`src/rtl/hdlcmux_pkg.sv`:
```
package hdlcmux_pkg;
  localparam logic [7:0]  FLAG_BYTE  = 8'h7E;
  localparam logic [15:0] CRC_POLY   = 16'h1021;
  localparam logic [15:0] CRC_PRESET = 16'hFFFF;
  localparam logic [2:0]  RUN_LIMIT  = 3'd5;

  typedef enum logic [2:0] {
    PH_OPEN, PH_ADDR, PH_INFO, PH_FCS_HI, PH_FCS_LO, PH_CLOSE
  } phase_t;

  typedef enum logic {SEL_S1 = 1'b0, SEL_S2 = 1'b1} sel_t;

  // one MSB-first CRC step
  function automatic logic [15:0] crc_step(input logic [15:0] c, input logic b);
    logic fb;
    fb = c[15] ^ b;
    return {c[14:0], 1'b0} ^ (fb ? CRC_POLY : 16'h0000);
  endfunction

  function automatic logic [7:0] addr_of(input sel_t s);
    return (s == SEL_S1) ? 8'h01 : 8'h02;
  endfunction

  function automatic logic [2:0] run_next(input logic [2:0] run, input logic b);
    return b ? run + 3'd1 : 3'd0;
  endfunction
endpackage

```
`src/rtl/hdlcmux_arb.sv`:
```
module hdlcmux_arb
  import hdlcmux_pkg::*;
(
  input  logic s1_valid,
  input  logic s2_valid,
  output logic any_pending,
  output sel_t pick
);
  always_comb begin
    any_pending = s1_valid | s2_valid;
    pick        = s1_valid ? SEL_S1 : SEL_S2;
  end
endmodule

```
`src/rtl/hdlcmux_fcs.sv`:
```
module hdlcmux_fcs
  import hdlcmux_pkg::*;
(
  input  logic        clk,
  input  logic        rst_n,
  input  logic        clear,
  input  logic        step,
  input  logic        din,
  output logic [15:0] crc_nxt
);
  logic [15:0] crc_q;

  always_comb crc_nxt = step ? crc_step(crc_q, din) : crc_q;

  always_ff @(posedge clk) begin
    if (!rst_n)     crc_q <= CRC_PRESET;
    else if (clear) crc_q <= CRC_PRESET;
    else if (step)  crc_q <= crc_nxt;
  end
endmodule

```
`src/rtl/hdlcmux_stuff.sv`:
```
module hdlcmux_stuff
  import hdlcmux_pkg::*;
(
  input  logic       clk,
  input  logic       rst_n,
  input  logic       adv,
  input  logic       bit_val,
  input  logic       is_flag,
  output logic       stuff_now,
  output logic [2:0] run_cnt
);
  always_comb stuff_now = (run_cnt == RUN_LIMIT);

  always_ff @(posedge clk) begin
    if (!rst_n) run_cnt <= 3'd0;
    else if (adv) begin
      if (stuff_now || is_flag) run_cnt <= 3'd0;
      else                      run_cnt <= run_next(run_cnt, bit_val);
    end
  end
endmodule

```
`src/rtl/hdlcmux_tx.sv`:
```
module hdlcmux_tx
  import hdlcmux_pkg::*;
#(
  parameter int MAX_INFO = 1024
) (
  input  logic       clk,
  input  logic       rst_n,
  input  logic [7:0] s1_data,
  input  logic       s1_valid,
  output logic       s1_ready,
  input  logic [7:0] s2_data,
  input  logic       s2_valid,
  output logic       s2_ready,
  input  logic       bit_en,
  output logic       ser_out
);
  localparam int IW = $clog2(MAX_INFO + 1);

  phase_t        ph;
  sel_t          cur;
  logic [7:0]    sh;
  logic [2:0]    bcnt;
  logic [IW-1:0] info_cnt;
  logic [7:0]    fcs_lo;
  logic          ser_q;

  // named internal events
  logic        stuff_now;
  logic [2:0]  run_cnt;
  logic        emit, byte_end, in_flag, crc_field;
  logic        want_info, take, frame_start, any_pending;
  sel_t        start_sel;
  logic        cur_valid;
  logic [7:0]  cur_data;
  logic [15:0] crc_nxt;

  hdlcmux_arb u_arb (
    .s1_valid(s1_valid), .s2_valid(s2_valid),
    .any_pending(any_pending), .pick(start_sel)
  );

  always_comb begin
    emit        = bit_en && !stuff_now;
    byte_end    = emit && (bcnt == 3'd7);
    in_flag     = (ph == PH_OPEN) || (ph == PH_CLOSE);
    crc_field   = (ph == PH_ADDR) || (ph == PH_INFO);
    want_info   = byte_end && crc_field && (info_cnt < IW'(MAX_INFO));
    cur_valid   = (cur == SEL_S1) ? s1_valid : s2_valid;
    cur_data    = (cur == SEL_S1) ? s1_data : s2_data;
    take        = want_info && cur_valid;
    frame_start = byte_end && (ph == PH_OPEN) && any_pending;
    s1_ready    = want_info && (cur == SEL_S1);
    s2_ready    = want_info && (cur == SEL_S2);
  end

  hdlcmux_fcs u_fcs (
    .clk(clk), .rst_n(rst_n), .clear(frame_start),
    .step(emit && crc_field), .din(sh[7]), .crc_nxt(crc_nxt)
  );

  hdlcmux_stuff u_stuff (
    .clk(clk), .rst_n(rst_n), .adv(bit_en), .bit_val(sh[7]),
    .is_flag(in_flag), .stuff_now(stuff_now), .run_cnt(run_cnt)
  );

  always_ff @(posedge clk) begin
    if (!rst_n) begin
      ph       <= PH_OPEN;
      cur      <= SEL_S1;
      sh       <= FLAG_BYTE;
      bcnt     <= 3'd0;
      info_cnt <= '0;
      fcs_lo   <= 8'h00;
      ser_q    <= 1'b0;
    end else begin
      if (bit_en) ser_q <= stuff_now ? 1'b0 : sh[7];
      if (emit) bcnt <= bcnt + 3'd1;
      if (emit && !byte_end) sh <= {sh[6:0], 1'b0};
      if (byte_end) begin
        unique case (ph)
          PH_OPEN: begin
            if (any_pending) begin
              ph       <= PH_ADDR;
              cur      <= start_sel;
              sh       <= addr_of(start_sel);
              info_cnt <= '0;
            end else begin
              sh <= FLAG_BYTE;
            end
          end
          PH_ADDR, PH_INFO: begin
            if (take) begin
              ph       <= PH_INFO;
              sh       <= cur_data;
              info_cnt <= info_cnt + 1'b1;
            end else begin
              ph     <= PH_FCS_HI;
              sh     <= ~crc_nxt[15:8];
              fcs_lo <= ~crc_nxt[7:0];
            end
          end
          PH_FCS_HI: begin
            ph <= PH_FCS_LO;
            sh <= fcs_lo;
          end
          PH_FCS_LO: begin
            ph <= PH_CLOSE;
            sh <= FLAG_BYTE;
          end
          default: begin
            ph <= PH_OPEN;
            sh <= FLAG_BYTE;
          end
        endcase
      end
    end
  end

  assign ser_out = ser_q;
endmodule

```
`config.mk`:
```
export PLATFORM = sky130hd
export DESIGN_NAME = hdlcmux_tx
export DESIGN_NICKNAME = d
export VERILOG_FILES = /design/src/rtl/hdlcmux_pkg.sv /design/src/rtl/hdlcmux_arb.sv /design/src/rtl/hdlcmux_fcs.sv /design/src/rtl/hdlcmux_stuff.sv /design/src/rtl/hdlcmux_tx.sv
export SDC_FILE = /design/constraint.sdc
export NUM_CORES = 1
export LEC_CHECK = 0
export BUFFER_PORTS_ARGS = -buffer_cell sky130_fd_sc_hd__buf_4
export CELL_PAD_IN_SITES_DETAIL_PLACEMENT = 1
export CELL_PAD_IN_SITES_GLOBAL_PLACEMENT = 1
export CORE_UTILIZATION = 35
export CTS_CLUSTER_DIAMETER = 80
export DETAILED_ROUTE_END_ITERATION = 10
export GPL_TIMING_DRIVEN = 0
export HOLD_SLACK_MARGIN = 0.02
export PLACE_DENSITY_LB_ADDON = 0.1
export SLEW_MARGIN = 20
export SYNTH_ARGS = -nofsm -noshare
export SYNTH_HDL_FRONTEND = slang
export SYNTH_SLANG_ARGS = --single-unit
```
`constraint.sdc`:
```
create_clock -name clk -period 5.03 [get_ports clk]
set_input_delay 1.006 -clock clk [delete_from_list [all_inputs] [get_ports clk]]
set_output_delay 1.006 -clock clk [all_outputs]
set_load 0.01 [all_outputs]
```
* Word level (Yosys, flattened, before mapping)
Cells that the tools add are included.
** Cells by class
- Eq/ne operators :: 9
- Magnitude comparators :: 1
- Reduce and logical (&&, ||, !) cells :: 25
- Bitwise gates (word level) :: 8
- Add/subtract/negate cells :: 3
- Mux-type cells :: 20
** Operators by type and width (count)
- $mux W8 :: 4
- $pmux W8 S3 :: 1
- $mux W11 :: 2
- $pmux W11 S2 :: 1
- $mux W16 :: 1
- $not A8 Y8 :: 2
- $xor A16 B16 Y16 :: 1
- $mux W13 :: 1
- $eq A3 B3 Y1 const B :: 4
- $pmux W3 S4 :: 1
- $add A11 B1 Y11 const B :: 1
- $logic_and A1 B1 Y1 :: 11
- $lt A11 B11 Y1 const B :: 1
- $mux W3 :: 3
- $mux W7 :: 1
- $add A3 B1 Y3 const B :: 2
- $eq A3 B2 Y1 const B :: 2
- $reduce_and A3 Y1 :: 2
- $mux W1 :: 4
- $ne A2 B2 Y1 const B :: 2
- $reduce_and A4 Y1 :: 1
- $reduce_bool A2 Y1 :: 2
- $reduce_or A2 Y1 :: 2
- $eq A3 B1 Y1 const B :: 1
- 8 further kinds :: 13
** Word-level totals
- Bits of input ports :: 21
- Output and inout port bits :: 3
- Register bits :: 54

* Longest topological paths before layout
- Depth in word-level cells :: 10
- Mapped depth :: 8
- Mapped depth without buffers :: 7

* Modules after synthesis
A second synthesis with hierarchy kept.
** Second synthesis, totals
- Cell total of the unflattened synthesis :: 327
- Area, all modules :: 2949.1 um^2
** By module, submodules not included
- hdlcmux_tx :: instances 1, cells an instance 248, area an instance 2039.5 um^2
- hdlcmux_fcs :: instances 1, cells an instance 59, area an instance 733.2 um^2
- hdlcmux_stuff :: instances 1, cells an instance 18, area an instance 166.4 um^2
- hdlcmux_arb :: instances 1, cells an instance 2, area an instance 10.0 um^2

* Least setup slack after synthesis
Ideal clock, no wire load.
- Path type :: input to output
- Start :: input bit_en
- End :: output s1_ready
- Data required time :: 4.024 ns
- Stages on the path :: 5
- Arrival :: 2.300 ns
- Setup slack :: 1.724 ns
- Buffers on the path :: 2
- Cell sequence :: buf_2 -> a21boi_4 -> nand3_1 -> buf_1 -> nor4b_1
** Between the ends
- Word-level cells in the longest chain between the ends :: 5
** Ends and longest elaborated chain
- start: declaration :: line hdlcmux_tx.sv:14 : input logic bit_en,
- $logic_and A1 B1 Y1 :: line hdlcmux_tx.sv:43 : emit = bit_en && !stuff_now;
- $logic_and A1 B1 Y1 :: line hdlcmux_tx.sv:44 : byte_end = emit && (bcnt == 3'd7);
- $logic_and A1 B1 Y1 (2 in a row) :: line hdlcmux_tx.sv:47 : want_info = byte_end && crc_field && (info_cnt < IW'(MAX_INFO));
- $logic_and A1 B1 Y1 :: line hdlcmux_tx.sv:52 : s1_ready = want_info && (cur == SEL_S1);
- end: declaration :: line hdlcmux_tx.sv:10 : output logic s1_ready,
No other way between the ends.

* Final worst setup path
Ends and elaborated chain as after synthesis.

==> flow_metrics.py <==
metrics = {
    "timing": {
        "hold_viol": 0,
        "finClkSkew_ns": 0.0122,
        "slew_headroom_pct": 30.2,
        "rsz0062_at_grt": "false",
        "setup_viol": 0,
        "setup_tns_ns": 0,
        "period_needed_ns": 3.62,
        "holdWs_ns": 0.465,
        "worstMarginPinSlew_ns": 1.05,
        "fmaxAchievable_mhz": 276,
        "postLayoutSetupSlackWorst_ns": 1.41,
        "final.period_utilization_pct": 72.0,
        "drv_slew": 0,
    },
    "synthesis": {
        "synth_cell_type_count": 49,
        "ys_seq_area_share_pct": 40.5,
        "synth_top_family_by_area": "simple AND/OR/NAND/NOR gates",
        "synth_area_sq_um": 2670,
        "synth_compound_area_share_pct": 18.0,
        "synth.area.top_cells": "dfxtp_1 (41%), mux2i_1 (6.4%), nand2_1 (5.6%)",
        "synth-simple-area-share_pct": 21.2,
        "synth_xor_area_share_pct": 4.60,
        "synth_top_area_share_pct": 40.5,
        "synth_top_area_cell": "dfxtp_1",
        "synth.net_count": 333,
        "yosys_warnings": 0,
        "synth-async-reset-ratio_pct": 0,
        "ys_ff_latch": 54,
        "synth-main-ff-cell": "dfxtp_1",
        "synth_fa_ha_area_share_pct": 2.35,
        "avgSynthCellArea_sq_um": 8.69,
        "synth.area.mux_share_pct": 9.76,
        "synth_edf_count": 0,
        "synth_cells": 307,
    },
    "floorplan": {
        "num_rows": 31,
        "pin_count": 24,
        "fp.dieH_microns": 89.3,
        "start_util_pct": 36.6,
        "die_area_sq_um": 7970,
        "dieWidth_microns": 89.3,
        "core-area_sq_um": 7290,
    },
    "cells_and_area": {
        "drive_above_1_share_pct": 15.4,
        "stdcell_count": 436,
        "antennaDiodeCount": 0,
        "final_common_cell": "dfxtp_1",
        "layout_common_cells": "dfxtp_1 (54), nand2_1 (40), nor2_1 (25)",
        "nets": 362,
        "utilization_pct": 41.9,
        "fin_area_sq_um": 3050,
        "area_delta_synth_final_pct": 14.5,
    },
    "detailed_routing": {
        "drtIter0Drc": 68,
        "drtPass1Iterations": 5,
        "vias": 2346,
        "wire_per_inst_microns": 16.7,
        "drc": 0,
        "routed_wl_mm": 7.26,
        "postRouteAntennaNets": 0,
        "viasPerCell": 5.38,
    },
    "placed_design": {
        "place_hpwl_mm": 5.39,
        "placed_area_sq_um": 2960,
        "dp_cells": 428,
        "globalplace.congestion": 0.826,
        "place_ws_ns": 1.38,
        "io_buffers": 22,
    },
    "cts": {
        "post_cts_resize_count": 0,
        "cts_buffer_depth": 2,
        "h-tree-depth": 2,
        "postCtsSetupBuffers": 0,
        "cts_tree": "done",
        "clkSlewWorstSetupHoldPaths_ns": 0.10,
        "clk_latency_ns": 0.33,
        "clock-sinks": 54,
        "ctsHoldBuffers": 0,
        "cts_root_buf": "clkbuf_8",
        "cts_buffers": 5,
    },
    "power_and_ir_drop": {
        "finalPower_mw": 0.760,
        "power_density_nw_per_um2": 249,
        "ir_drop_mv": 0.0957,
        "p_leak_nw": 1.11,
    },
    "critical_path": {
        "criticalPathCategory": "in -> out",
        "startpoint_type": "input port",
        "crit_fanout": 10,
        "cp.arrival_ns": 2.62,
        "crit_required_ns": 4.02,
        "end_kind": "output port",
        "regToRegSetupSlack_ns": 2.57,
        "crit_path_max_incr_delay_ns": 0.37,
        "worst_path_max_delay_cell": "buf_1",
        "crit_chain": "buf_2 > a21boi_4 > nand3_1 > buf_1 > nor4b_1 > buf_4",
    },
    "global_routing": {
        "grt_pass1_vias": 2340,
        "grt_antenna_before_repair": 0,
        "grt_pass1_wl_mm": 12.0,
        "grt_use_total_pct": 20.2,
        "grt_overflow": 0,
        "grt_max_degree": 20,
    },
    "status": {
        "status": "completed",
    },
    "job": {
        "maxCapViolCount": 0,
    },
    "worst_hold_path": {
        "min_path_type": "reg -> reg",
    },
}
==> path summary, 6_finish.rpt <==
check                                           from                           end  cells after the start
worst max-delay path                          bit_en                      s1_ready                      6
worst min-delay path            bcnt[1]$_SDFFE_PN0P_          bcnt[1]$_SDFFE_PN0P_                      2
worst max register to register    ph[0]$_SDFFE_PN0P_  u_fcs.crc_q[15]$_SDFFE_PP1P_                      5
worst min register to register  bcnt[1]$_SDFFE_PN0P_          bcnt[1]$_SDFFE_PN0P_                      2
==> layer usage <==
metal	track usage [%]	vias to the layer above	routed length (microns)	part of all wire, %
met5	0	-	0	0
met4	7.22	0	167	2.3
met3	3.05	11	136	1.9
met2	33.6	26	3440	47
met1	26.7	1138	3520	48
li1	-	1171	-	-
==> flip-flops by register name, indices dropped and copies added (netlist names) <==
signal           count
ph                   3
ser_out              1
u_fcs.crc_q         16
fcs_lo               8
info_cnt            11
u_stuff.run_cnt      3
cur                  1
bcnt                 3
sh                   8
==> area by class of cell <==
type                            count  area (sq um)
Clock inverter                      3          28.8
Multi-Input combinational cell    230          1490
Clock buffer                        5          68.8
Inverter                            5          18.8
Fill cell                         917          4240
Tap cell                           99           124
Buffer                             18          75.1
Sequential cell                    54          1080
Timing Repair Buffer               22           165
==> synthesized netlist by cell type (5+ instances only) <==
cell type and count:
mux2i_1 17, nor3_1 10, buf_2 6, a21oi_1 15
dfxtp_1 54, nand3_1 12, nand2_1 40, nor2_1 25
a211oi_1 8, a221oi_1 5, o21ai_0 17, xnor2_1 9
clkbuf_1 11, inv_1 5, mux2_2 8, xor2_1 5
ha_1 5
==> worst max-delay path, delay by kind of cell <==
family / cells / cell delay (ns)
simple gates: 2 / 0.60
buf+inv: 3 / 0.70
compound gates: 1 / 0.29
==> cell families (layout without fill, tap and decap cells) <==
family | count (synthesis) | after routing
simple gates | 115 | 115
compound gates | 71 | 71
fa+ha+maj | 5 | 5
mux | 25 | 25
flops | 54 | 54
xor+xnor | 14 | 14
buf+inv | 23 | 53
==> report_power, final <==
part	switching [mW]	leakage (nW)	internal, mW	total, mW
registers	0.00407	0.438	0.434	0.438
clock network	0.164	0.0502	0.104	0.268
logic	0.0290	0.623	0.0254	0.0544
total	0.197	1.11	0.563	0.760
Note: power is estimated with default switching activity, not from simulation.
